[src/rtl/irq_seq_pkg.sv]
package irq_seq_pkg;
  localparam int unsigned ADDR_W      = 16;
  localparam int unsigned STACK_BYTES = 5;
  localparam int unsigned FETCH_BYTES = 3;

  typedef enum logic [2:0] {
    ST_IDLE,
    ST_PUSH,
    ST_VECH,
    ST_VECL,
    ST_FETCH,
    ST_POP
  } seq_st_e;
endpackage

[src/rtl/irq_pend.sv]
module irq_pend #(
  parameter int unsigned NSRC = 4,
  localparam int unsigned IW  = $clog2(NSRC + 1)
) (
  input  logic            clk,
  input  logic            rst_n,
  input  logic [NSRC-1:0] evt_i,
  input  logic [NSRC-1:0] en_i,
  input  logic [NSRC-1:0] clr_i,
  output logic [NSRC-1:0] pend_o,
  output logic            req_o,
  output logic [IW-1:0]   sel_o
);
  logic [NSRC-1:0] pend_q, pend_n, qual;
  logic [NSRC-1:0] lowmask;

  // event beats clear in the same cycle
  always_comb pend_n = (pend_q & ~clr_i) | evt_i;

  always_ff @(posedge clk or negedge rst_n) begin
    if (!rst_n) pend_q <= '0;
    else        pend_q <= pend_n;
  end

  assign qual = pend_q & en_i;

  // fixed priority, lowest index first
  always_comb begin
    sel_o = '0;
    for (int i = NSRC - 1; i >= 0; i--) begin
      if (qual[i]) sel_o = IW'(i);
    end
  end

  assign req_o   = |qual;
  assign pend_o  = pend_q;
  assign lowmask = (NSRC'(1) << sel_o) - NSRC'(1);


  pend_hold_chk: assert property (@(posedge clk) disable iff (!rst_n)
    1'b1 |=> ((pend_q & $past(pend_q & ~clr_i)) == $past(pend_q & ~clr_i)));


  prio_pick_chk: assert property (@(posedge clk) disable iff (!rst_n)
    req_o |-> (qual[sel_o] && ((qual & lowmask) == '0)));
endmodule

[src/rtl/irq_regs.sv]
module irq_regs
  import irq_seq_pkg::*;
#(
  parameter logic [ADDR_W-1:0] SP_RESET  = 16'h007F,
  parameter logic [7:0]        CCR_RESET = 8'h08,
  parameter int unsigned       IBIT      = 3
) (
  input  logic              clk,
  input  logic              rst_n,
  input  logic              busy_i,
  input  logic              ccr_we_i,
  input  logic [7:0]        ccr_wdata_i,
  input  logic              sp_we_i,
  input  logic [ADDR_W-1:0] sp_wdata_i,
  input  logic              set_mask_i,
  input  logic              ccr_ld_i,
  input  logic [7:0]        ccr_ld_val_i,
  input  logic              sp_dec_i,
  input  logic              sp_inc_i,
  output logic [7:0]        ccr_o,
  output logic [ADDR_W-1:0] sp_o
);
  logic [7:0]        ccr_q, ccr_n;
  logic [ADDR_W-1:0] sp_q, sp_n;

  always_comb begin
    ccr_n = ccr_q;
    if (ccr_ld_i)                  ccr_n = ccr_ld_val_i;
    else if (set_mask_i)           ccr_n[IBIT] = 1'b1;
    else if (ccr_we_i && !busy_i)  ccr_n = ccr_wdata_i;
  end

  always_comb begin
    sp_n = sp_q;
    if (sp_dec_i)                 sp_n = sp_q - ADDR_W'(1);
    else if (sp_inc_i)            sp_n = sp_q + ADDR_W'(1);
    else if (sp_we_i && !busy_i)  sp_n = sp_wdata_i;
  end

  always_ff @(posedge clk or negedge rst_n) begin
    if (!rst_n) begin
      ccr_q <= CCR_RESET;
      sp_q  <= SP_RESET;
    end else begin
      ccr_q <= ccr_n;
      sp_q  <= sp_n;
    end
  end

  assign ccr_o = ccr_q;
  assign sp_o  = sp_q;


  sp_step_chk: assert property (@(posedge clk) disable iff (!rst_n)
    sp_dec_i |=> (sp_q == $past(sp_q) - ADDR_W'(1)));
endmodule

[src/rtl/irq_seq_fsm.sv]
module irq_seq_fsm
  import irq_seq_pkg::*;
#(
  parameter int unsigned       NSRC    = 4,
  parameter logic [ADDR_W-1:0] VEC_TOP = 16'hFFFE,
  parameter int unsigned       IBIT    = 3,
  localparam int unsigned      IW      = $clog2(NSRC + 1)
) (
  input  logic                     clk,
  input  logic                     rst_n,
  input  logic                     insn_done_i,
  input  logic                     swi_i,
  input  logic                     rti_i,
  input  logic                     hw_req_i,
  input  logic [IW-1:0]            hw_sel_i,
  input  logic [ADDR_W-1:0]        cpu_pc_i,
  input  logic [7:0]               cpu_a_i,
  input  logic [7:0]               cpu_xl_i,
  input  logic [7:0]               ccr_i,
  input  logic [ADDR_W-1:0]        sp_i,
  input  logic [7:0]               mem_rdata_i,
  output logic [ADDR_W-1:0]        mem_addr_o,
  output logic                     mem_we_o,
  output logic                     mem_re_o,
  output logic [7:0]               mem_wdata_o,
  output logic                     set_mask_o,
  output logic                     ccr_ld_o,
  output logic                     sp_dec_o,
  output logic                     sp_inc_o,
  output logic                     busy_o,
  output logic                     entry_done_o,
  output logic [ADDR_W-1:0]        entry_pc_o,
  output logic [IW-1:0]            entry_src_o,
  output logic [FETCH_BYTES*8-1:0] prefetch_o,
  output logic                     ret_done_o,
  output logic [ADDR_W-1:0]        ret_pc_o,
  output logic [7:0]               ret_a_o,
  output logic [7:0]               ret_xl_o
);
  localparam logic [2:0] PUSH_LAST  = 3'(STACK_BYTES - 1);
  localparam logic [2:0] FETCH_LAST = 3'(FETCH_BYTES - 1);

  seq_st_e                  st_q, st_n;
  logic [2:0]               cnt_q, cnt_n;
  logic [IW-1:0]            idx_q, idx_n;
  logic [ADDR_W-1:0]        pc_q, pc_n, tgt_q, tgt_n;
  logic [7:0]               a_q, a_n, xl_q, xl_n;
  logic [FETCH_BYTES*8-1:0] q_q, q_n;
  logic                     edone_q, edone_n, rdone_q, rdone_n;
  logic [ADDR_W-1:0]        rpc_q, rpc_n;
  logic [7:0]               ra_q, ra_n, rxl_q, rxl_n;
  logic [ADDR_W-1:0]        vec_addr;
  logic                     hw_qual;
  logic [7:0]               push_byte;

  assign hw_qual  = hw_req_i && !ccr_i[IBIT];
  assign vec_addr = VEC_TOP - (ADDR_W'(idx_q) << 1);

  always_comb begin
    case (cnt_q)
      3'd0:    push_byte = pc_q[7:0];
      3'd1:    push_byte = pc_q[15:8];
      3'd2:    push_byte = xl_q;
      3'd3:    push_byte = a_q;
      default: push_byte = ccr_i;
    endcase
  end

  always_comb begin
    st_n = st_q;  cnt_n = cnt_q;  idx_n = idx_q;
    pc_n = pc_q;  a_n = a_q;      xl_n = xl_q;
    tgt_n = tgt_q; q_n = q_q;
    rpc_n = rpc_q; ra_n = ra_q;   rxl_n = rxl_q;
    edone_n = 1'b0; rdone_n = 1'b0;
    mem_addr_o = '0; mem_we_o = 1'b0; mem_re_o = 1'b0; mem_wdata_o = '0;
    set_mask_o = 1'b0; ccr_ld_o = 1'b0; sp_dec_o = 1'b0; sp_inc_o = 1'b0;
    case (st_q)
      ST_IDLE: begin
        if (insn_done_i) begin
          if (rti_i) begin
            st_n  = ST_POP;
            cnt_n = '0;
          end else if (swi_i || hw_qual) begin
            st_n  = ST_PUSH;
            cnt_n = '0;
            idx_n = swi_i ? IW'(NSRC) : hw_sel_i;
            pc_n  = cpu_pc_i;
            a_n   = cpu_a_i;
            xl_n  = cpu_xl_i;
          end
        end
      end
      ST_PUSH: begin
        mem_we_o    = 1'b1;
        mem_addr_o  = sp_i;
        mem_wdata_o = push_byte;
        sp_dec_o    = 1'b1;
        cnt_n       = cnt_q + 3'd1;
        if (cnt_q == PUSH_LAST) begin
          set_mask_o = 1'b1;
          st_n       = ST_VECH;
          cnt_n      = '0;
        end
      end
      ST_VECH: begin
        mem_re_o     = 1'b1;
        mem_addr_o   = vec_addr;
        tgt_n[15:8]  = mem_rdata_i;
        st_n         = ST_VECL;
      end
      ST_VECL: begin
        mem_re_o    = 1'b1;
        mem_addr_o  = vec_addr + ADDR_W'(1);
        tgt_n[7:0]  = mem_rdata_i;
        st_n        = ST_FETCH;
        cnt_n       = '0;
      end
      ST_FETCH: begin
        mem_re_o   = 1'b1;
        mem_addr_o = tgt_q + ADDR_W'(cnt_q);
        for (int b = 0; b < FETCH_BYTES; b++) begin
          if (cnt_q == 3'(b)) q_n[b*8 +: 8] = mem_rdata_i;
        end
        cnt_n = cnt_q + 3'd1;
        if (cnt_q == FETCH_LAST) begin
          st_n    = ST_IDLE;
          edone_n = 1'b1;
        end
      end
      ST_POP: begin
        mem_re_o   = 1'b1;
        mem_addr_o = sp_i + ADDR_W'(1);
        sp_inc_o   = 1'b1;
        cnt_n      = cnt_q + 3'd1;
        case (cnt_q)
          3'd0:    ccr_ld_o     = 1'b1;
          3'd1:    ra_n         = mem_rdata_i;
          3'd2:    rxl_n        = mem_rdata_i;
          3'd3:    rpc_n[15:8]  = mem_rdata_i;
          default: begin
            rpc_n[7:0] = mem_rdata_i;
            st_n       = ST_IDLE;
            rdone_n    = 1'b1;
          end
        endcase
      end
      default: st_n = ST_IDLE;
    endcase
  end

  always_ff @(posedge clk or negedge rst_n) begin
    if (!rst_n) begin
      st_q <= ST_IDLE; cnt_q <= '0; idx_q <= '0;
      pc_q <= '0; a_q <= '0; xl_q <= '0; tgt_q <= '0; q_q <= '0;
      rpc_q <= '0; ra_q <= '0; rxl_q <= '0;
      edone_q <= 1'b0; rdone_q <= 1'b0;
    end else begin
      st_q <= st_n; cnt_q <= cnt_n; idx_q <= idx_n;
      pc_q <= pc_n; a_q <= a_n; xl_q <= xl_n; tgt_q <= tgt_n; q_q <= q_n;
      rpc_q <= rpc_n; ra_q <= ra_n; rxl_q <= rxl_n;
      edone_q <= edone_n; rdone_q <= rdone_n;
    end
  end

  assign busy_o       = (st_q != ST_IDLE);
  assign entry_done_o = edone_q;
  assign entry_pc_o   = tgt_q;
  assign entry_src_o  = idx_q;
  assign prefetch_o   = q_q;
  assign ret_done_o   = rdone_q;
  assign ret_pc_o     = rpc_q;
  assign ret_a_o      = ra_q;
  assign ret_xl_o     = rxl_q;


  mask_up_chk: assert property (@(posedge clk) disable iff (!rst_n)
    (st_q == ST_PUSH && cnt_q == PUSH_LAST) |=> ccr_i[IBIT]);


  boundary_only_chk: assert property (@(posedge clk) disable iff (!rst_n)
    (st_q == ST_IDLE && !insn_done_i) |=> (st_q == ST_IDLE));


  masked_hold_chk: assert property (@(posedge clk) disable iff (!rst_n)
    (st_q == ST_IDLE && !swi_i && !rti_i && ccr_i[IBIT]) |=> (st_q == ST_IDLE));
endmodule

[src/rtl/irq_seq_top.sv]
module irq_seq_top
  import irq_seq_pkg::*;
#(
  parameter int unsigned       NSRC      = 4,
  parameter logic [15:0]       VEC_TOP   = 16'hFFFE,
  parameter logic [15:0]       SP_RESET  = 16'h007F,
  parameter logic [7:0]        CCR_RESET = 8'h08,
  parameter int unsigned       IBIT      = 3,
  localparam int unsigned      IW        = $clog2(NSRC + 1)
) (
  input  logic                     clk,
  input  logic                     rst_ni,
  input  logic                     insn_done_i,
  input  logic                     swi_i,
  input  logic                     rti_i,
  input  logic [NSRC-1:0]          src_evt_i,
  input  logic [NSRC-1:0]          src_en_i,
  input  logic [NSRC-1:0]          src_clr_i,
  input  logic [15:0]              cpu_pc_i,
  input  logic [7:0]               cpu_a_i,
  input  logic [7:0]               cpu_xl_i,
  input  logic                     ccr_we_i,
  input  logic [7:0]               ccr_wdata_i,
  input  logic                     sp_we_i,
  input  logic [15:0]              sp_wdata_i,
  output logic [15:0]              mem_addr_o,
  output logic                     mem_we_o,
  output logic                     mem_re_o,
  output logic [7:0]               mem_wdata_o,
  input  logic [7:0]               mem_rdata_i,
  output logic                     busy_o,
  output logic [7:0]               ccr_o,
  output logic [15:0]              sp_o,
  output logic [NSRC-1:0]          pend_o,
  output logic                     entry_done_o,
  output logic [15:0]              entry_pc_o,
  output logic [IW-1:0]            entry_src_o,
  output logic [FETCH_BYTES*8-1:0] prefetch_o,
  output logic                     ret_done_o,
  output logic [15:0]              ret_pc_o,
  output logic [7:0]               ret_a_o,
  output logic [7:0]               ret_xl_o
);
  logic [1:0]    rst_sync_q;
  logic          rst_n;
  logic          hw_req, set_mask, ccr_ld, sp_dec, sp_inc;
  logic [IW-1:0] hw_sel;

  always_ff @(posedge clk or negedge rst_ni) begin
    if (!rst_ni) rst_sync_q <= 2'b00;
    else         rst_sync_q <= {rst_sync_q[0], 1'b1};
  end
  assign rst_n = rst_sync_q[1];

  irq_pend #(.NSRC(NSRC)) i_pend (
    .clk(clk), .rst_n(rst_n), .evt_i(src_evt_i), .en_i(src_en_i),
    .clr_i(src_clr_i), .pend_o(pend_o), .req_o(hw_req), .sel_o(hw_sel)
  );

  irq_regs #(.SP_RESET(SP_RESET), .CCR_RESET(CCR_RESET), .IBIT(IBIT)) i_regs (
    .clk(clk), .rst_n(rst_n), .busy_i(busy_o),
    .ccr_we_i(ccr_we_i), .ccr_wdata_i(ccr_wdata_i),
    .sp_we_i(sp_we_i), .sp_wdata_i(sp_wdata_i),
    .set_mask_i(set_mask), .ccr_ld_i(ccr_ld), .ccr_ld_val_i(mem_rdata_i),
    .sp_dec_i(sp_dec), .sp_inc_i(sp_inc), .ccr_o(ccr_o), .sp_o(sp_o)
  );

  irq_seq_fsm #(.NSRC(NSRC), .VEC_TOP(VEC_TOP), .IBIT(IBIT)) i_fsm (
    .clk(clk), .rst_n(rst_n), .insn_done_i(insn_done_i), .swi_i(swi_i),
    .rti_i(rti_i), .hw_req_i(hw_req), .hw_sel_i(hw_sel),
    .cpu_pc_i(cpu_pc_i), .cpu_a_i(cpu_a_i), .cpu_xl_i(cpu_xl_i),
    .ccr_i(ccr_o), .sp_i(sp_o), .mem_rdata_i(mem_rdata_i),
    .mem_addr_o(mem_addr_o), .mem_we_o(mem_we_o), .mem_re_o(mem_re_o),
    .mem_wdata_o(mem_wdata_o), .set_mask_o(set_mask), .ccr_ld_o(ccr_ld),
    .sp_dec_o(sp_dec), .sp_inc_o(sp_inc), .busy_o(busy_o),
    .entry_done_o(entry_done_o), .entry_pc_o(entry_pc_o),
    .entry_src_o(entry_src_o), .prefetch_o(prefetch_o),
    .ret_done_o(ret_done_o), .ret_pc_o(ret_pc_o), .ret_a_o(ret_a_o),
    .ret_xl_o(ret_xl_o)
  );
endmodule

[config.mk]
export PLATFORM = sky130hd
export DESIGN_NAME = irq_seq_top
export DESIGN_NICKNAME = d
export VERILOG_FILES = /design/src/rtl/irq_seq_pkg.sv /design/src/rtl/irq_pend.sv /design/src/rtl/irq_regs.sv /design/src/rtl/irq_seq_fsm.sv /design/src/rtl/irq_seq_top.sv
export SDC_FILE = /design/constraint.sdc
export NUM_CORES = 1
export LEC_CHECK = 0
export CAP_MARGIN = 15
export CORE_MARGIN = 1.5
export CORE_UTILIZATION = 44
export CTS_BUF_LIST = sky130_fd_sc_hd__clkbuf_16
export CTS_CLUSTER_DIAMETER = 100
export DETAILED_ROUTE_END_ITERATION = 8
export HOLD_SLACK_MARGIN = 0.1
export PLACE_DENSITY = 0.78
export SLEW_MARGIN = 20
export SYNTH_ARGS = -nofsm -noshare
export SYNTH_HDL_FRONTEND = slang
export SYNTH_SLANG_ARGS = --single-unit
[constraint.sdc]
create_clock -name clk -period 4 [get_ports clk]
set_input_delay 1 -clock clk [delete_from_list [all_inputs] [get_ports clk]]
set_output_delay 1 -clock clk [all_outputs]
set_load 0.05 [all_outputs]
After elaboration in Yosys (flattened, before gate mapping)
Index checks and enable logic that the tools add are counted.
{ "totals": {"ff_bits": 145, "inputBits": 83} }
{ "classes": {"reduce_logical": 28, "eq_ne": 15, "bitwise": 6, "add_sub_neg": 6, "muxes": 39} }
{ "op_table": {"columns": ["cell", "count"], "rows": [
  ["one-hot mux 16 bit (5 select lines)", 1],
  ["2-to-1 mux 16 bit", 3],
  ["2-to-1 mux 3 bit", 15],
  ["adder 16 x 1 -> 16 bit (second input constant)", 2],
  ["one-hot mux 8 bit (4 select lines)", 1],
  ["2-to-1 mux 8 bit", 3],
  ["one-hot mux 3 bit (6 select lines)", 1],
  ["adder 16 x 3 -> 16 bit", 1],
  ["AND reduction 2 bit", 8],
  ["subtractor 16 x 1 -> 16 bit (second input constant)", 1],
  ["== test 3 x 2 -> 1 bit (second input constant)", 4],
  ["2-to-1 mux 1 bit", 12],
  ["one-hot mux 3 bit (4 select lines)", 1],
  ["OR reduction 4 bit", 3],
  ["== test 3 bit (second input constant)", 3],
  ["nonzero test 3 bit", 3],
  ["bitwise AND 4 bit", 2],
  ["== test 3 x 1 -> 1 bit (second input constant)", 2],
  ["zero test 3 bit", 2],
  ["inequality test 2 bit (second input constant)", 3],
  ["subtractor 2 x 5 -> 6 bit (first input constant)", 1],
  ["AND reduction 5 bit", 1],
  ["2-to-1 mux 4 bit", 1],
  ["inequality test 2 x 1 -> 1 bit (second input constant)", 2],
  ["other kinds (14)", 18]
]} }

Depth between registers and ports, before layout
{ "logic_depth": {"ltp_word": 8, "ltp_mapped": 9} }

Cells and area by module
From an unflattened synthesis, not the netlist that was laid out.
{ "unflattened": {"cells_unflattened": 755, "hier_area_um2": 7926.4} }
{ "by_module_without_submodules": {"columns": ["module", "instances", "area_each_um2", "cells_each"], "rows": [
  ["irq_seq_fsm", 1, 5773.0, 497],
  ["irq_regs", 1, 1894.3, 234],
  ["irq_pend", 1, 205.2, 21],
  ["irq_seq_top", 1, 53.8, 3]
]} }

Worst setup path after synthesis
No wires, ideal clock.
{ "synth_path": {"path_type": "register to output", "start": "reg i_fsm.tgt_q[0] (netlist: i_fsm.entry_pc_o[0])", "end": "out mem_addr_o[10]", "path_slack_ps": -91, "arrival_ps": 3091, "n_path_buf": 0, "required_time_ps": 3000, "path_stages_with_launch": 9, "path_cell_list": "dfrtp_1 ha_1 inv_1 fa_1 nor2b_1 o2111ai_1 nor2_1 xnor2_1 o21ai_0"} }
{ "synth_via": {"elab_chain_cells": 2} }
{ "synth_rtl": {"columns": ["item", "line", "source"], "rows": [
  ["start: declaration", "irq_seq_fsm.sv:46", "logic [ADDR_W-1:0] pc_q, pc_n, tgt_q, tgt_n;"],
  ["start signal: assignment", "irq_seq_fsm.sv:159", "pc_q <= pc_n; a_q <= a_n; xl_q <= xl_n; tgt_q <= tgt_n; q_q <= q_n;"],
  ["adder 16 x 3 -> 16 bit", "irq_seq_fsm.sv:120", "mem_addr_o = tgt_q + ADDR_W'(cnt_q);"],
  ["one-hot mux 16 bit (5 select lines)", "irq_seq_fsm.sv:77", "case (st_q)"],
  ["end: declaration", "irq_seq_top.sv:26", "output logic [15:0] mem_addr_o,"]
]} }
Every way passes these cells.

Final worst setup path
{ "layout_path": {"start": "reg i_regs.sp_q[4] (netlist: i_regs.sp_o[4])", "end": "out mem_addr_o[15]"} }
{ "layout_via": {"elab_chain_cells": 2} }
{ "layout_rtl": {"columns": ["item", "line", "source"], "rows": [
  ["start: declaration", "irq_regs.sv:24", "logic [ADDR_W-1:0] sp_q, sp_n;"],
  ["start signal: assignment", "irq_regs.sv:46", "sp_q <= sp_n;"],
  ["adder 16 x 1 -> 16 bit", "irq_seq_fsm.sv:132", "mem_addr_o = sp_i + ADDR_W'(1);"],
  ["one-hot mux 16 bit (5 select lines)", "irq_seq_fsm.sv:77", null]
]} }
Every way passes these cells.

==> out/summary.txt <==
outcome -> finished clean
CTS Sinks -> 145
H-tree depth -> 4
postcts setup bufs -> 0
max_cap viols -> 0
r2r endpoint -> i_fsm.st_q[0]$_DFFE_PN0P_
Worst Setup SP -> i_regs.sp_o[4]$_DFFE_PN1P_
crit start category -> register
WL final -> 25170 microns
synthesized cell area -> 7707 sq um
arrival time worst endpoint -> 2.84 ns
initial DRC count -> 577
chip height -> 135.4 microns
Post-route DRC -> 0
WS Path Type -> register to primary output
dpl cells -> 1150
FMAX -> 0.2606 GHz
Fin Setup TNS -> 0 ns
Rel. slew slack -> 47.12%
GRT Residual Overflow -> 0
die area -> 18320 sq um
most common cell after layout, fill and taps aside -> clkdlybuf4s50_1
Worst Skew -> 0.008568 ns
Post-CTS Hold Fix Bufs -> 0
ANT cells -> 0
TritonCTS Buffers -> 17
Clk pin slew, worst setup/hold paths -> 0.07 ns
R2R Path Start -> i_fsm.st_q[0]$_DFFE_PN0P_
initial antenna violation count -> 0
largest net degree at the start of global routing -> 84
Worst Setup EP -> mem_addr_o[15]
CP Capture Type -> primary output
First-pass DRT Iterations -> 9
maximum fanout along the worst path -> 15
fin cells -> 1182
share of layout cells above drive strength 1 -> 20.17%
Root Buffer -> clkbuf_16
core area -> 17180 sq um
WL/cell -> 21.30 microns
Synth Register Bits -> 145
I/O Pins -> 215
worst hold path depth -> 0
vias in the first global route -> 6857
post-route antenna net violation count -> 0
Hold Vio Cnt, Final -> 0
Max clock buf depth -> 2
first-pass GRT wire length -> 38580 microns
CTS resizes -> 0
final net count -> 1038
final setup violation count -> 0
Main synth FF type -> dfrtp_1
Via density -> 5.829
Avg Synthesized Cell Area -> 10.28 sq um
FP Rows -> 48
worst-skew pair later-pin latency -> 0.42 ns
Post-synth EDFFs -> 0
crit share post-route -> 95.95%
most frequent cells in the layout -> clkdlybuf4s50_1 (190), dfrtp_1 (135), mux2_2 (100)
gr usage total -> 27.62%
Post-Syn Nets -> 844
sequential area share after synthesis -> 47.21%
CTS tree -> yes
Reg2Reg Setup Slack -> 1.35 ns
dpl hpwl -> 17840 microns
Die X -> 135.4 microns
actual slew at the worst max-slew pin -> 0.7931 ns
synth warn -> 0
worst r2r path cells -> 8
Max Slew Vio Count -> 0
Initial Util -> 44.87%
post-synthesis cell type count -> 62
Period minus WS final -> 3.838 ns
worst min path class -> register to register
via count -> 6890
Worst Path Required -> 3.00 ns
port bufs -> 214
RSZ-0062 raised after global routing -> false
post-synthesis async set-or-reset flop share -> 100.0%
Syn Inst Count -> 750
global placer's final weighted congestion -> 0.9243
Syn-to-layout area delta -> 40.71%
-- worst min path at each step --
stage	start	end	slack, ns
final	rst_sync_q[0]$_DFF_PN0_	rst_sync_q[1]$_DFF_PN0_	0.35
after global routing	rst_sync_q[0]$_DFF_PN0_	rst_sync_q[1]$_DFF_PN0_	0.37
after CTS	rst_sync_q[0]$_DFF_PN0_	rst_sync_q[1]$_DFF_PN0_	0.36
after detailed placement	rst_sync_q[0]$_DFF_PN0_	rst_sync_q[1]$_DFF_PN0_	0.34
after global placement	rst_sync_q[0]$_DFF_PN0_	rst_sync_q[1]$_DFF_PN0_	0.33
after floorplan	rst_sync_q[0]$_DFF_PN0_	rst_sync_q[1]$_DFF_PN0_	0.33
-- cell usage after synthesis, drive strengths merged (8+ instances only) --
cell	n	area (sq um)
a21oi	37	185.2
nand4	10	62.56
a21o	10	75.07
o21ai	48	240.2
dfrtp	137	3428
nand2	52	195.2
dfstp	8	210.2
mux2	100	1126
nor2	60	225.2
ha	10	125.1
inv	22	82.58
xor2	9	78.83
a222oi	8	80.08
xnor2	13	113.9
clkbuf	38	142.6
buf	22	91.33
mux2i	17	170.2
nor3	17	85.08
nand3	11	55.05
a221oi	11	96.34
-- registers in the layout, summed over array words and instances, names as in the netlist, 4 cells and up --
| name | cells |
|---|---|
| i_fsm.entry_pc_o | 16 |
| i_fsm.pc_q | 16 |
| i_fsm.ret_a_o | 8 |
| i_fsm.xl_q | 8 |
| i_regs.sp_o | 16 |
| i_fsm.ret_pc_o | 16 |
| i_pend.pend_o | 4 |
| i_regs.ccr_o | 8 |
| i_fsm.a_q | 8 |
| i_fsm.prefetch_o | 24 |
| i_fsm.ret_xl_o | 8 |
-- critical path, stage by stage, from the launching register on --
cell and delay [ns]:
dfstp_2 0.68, nand4_1 0.16, or4_4 0.60, or3_4 0.40
a31oi_1 0.18, o21ai_0 0.19, buf_12 0.20
-- per-layer routing --
layer / global-route usage (%) / wire, microns / up-vias / part of all wire, %
met2: 45.83 / 12250 / 315 / 49
li1: - / - / 3121 / -
met4: 8.662 / 596 / 0 / 2.4
met5: 0 / 0 / - / 0
met3: 8.904 / 2207 / 43 / 8.8
met1: 34.25 / 10120 / 3411 / 40
-- kinds of logic (layout without fill, tap and decap cells) --
| logic type | after synthesis | after routing | synth area share [%] |
|---|---|---|---|
| xor+xnor | 22 | 22 | 2.500 |
| flops | 145 | 145 | 47.21 |
| simple gates | 193 | 193 | 11.95 |
| fa+ha+maj | 11 | 11 | 1.883 |
| compound gates | 176 | 176 | 15.34 |
| mux | 117 | 117 | 16.82 |
| other cells | 1 | 1 | 0.04865 |
| buf+inv | 85 | 292 | 4.253 |
-- metrics by stage --
stage                     hold WS, ns  instance area [sq um]  setup WS [ns]  util, %
after global placement         0.3347                  10250         0.5972    59.67
after CTS                      0.3555                  10830        0.06924    63.03
after floorplan                0.3311                   7709        0.09766        -
final                          0.3529                  10850         0.1620    63.14
after detailed placement       0.3397                  10250         0.5374    59.67
after global routing           0.3707                  10850        0.02509    63.14
-- final cells by class --
type | instances | area, sq um
Fill cell | 1408 | 6331
Tap cell | 225 | 281.5
Timing Repair Buffer | 235 | 2490
Clock buffer | 17 | 425.4
Inverter | 25 | 93.84
Multi-Input combinational cell | 520 | 3759
Clock inverter | 15 | 152.6
Sequential cell | 145 | 3643
Power is not shown: default switching activity piles up to over one toggle a cycle in this logic, so the estimate is an artifact.
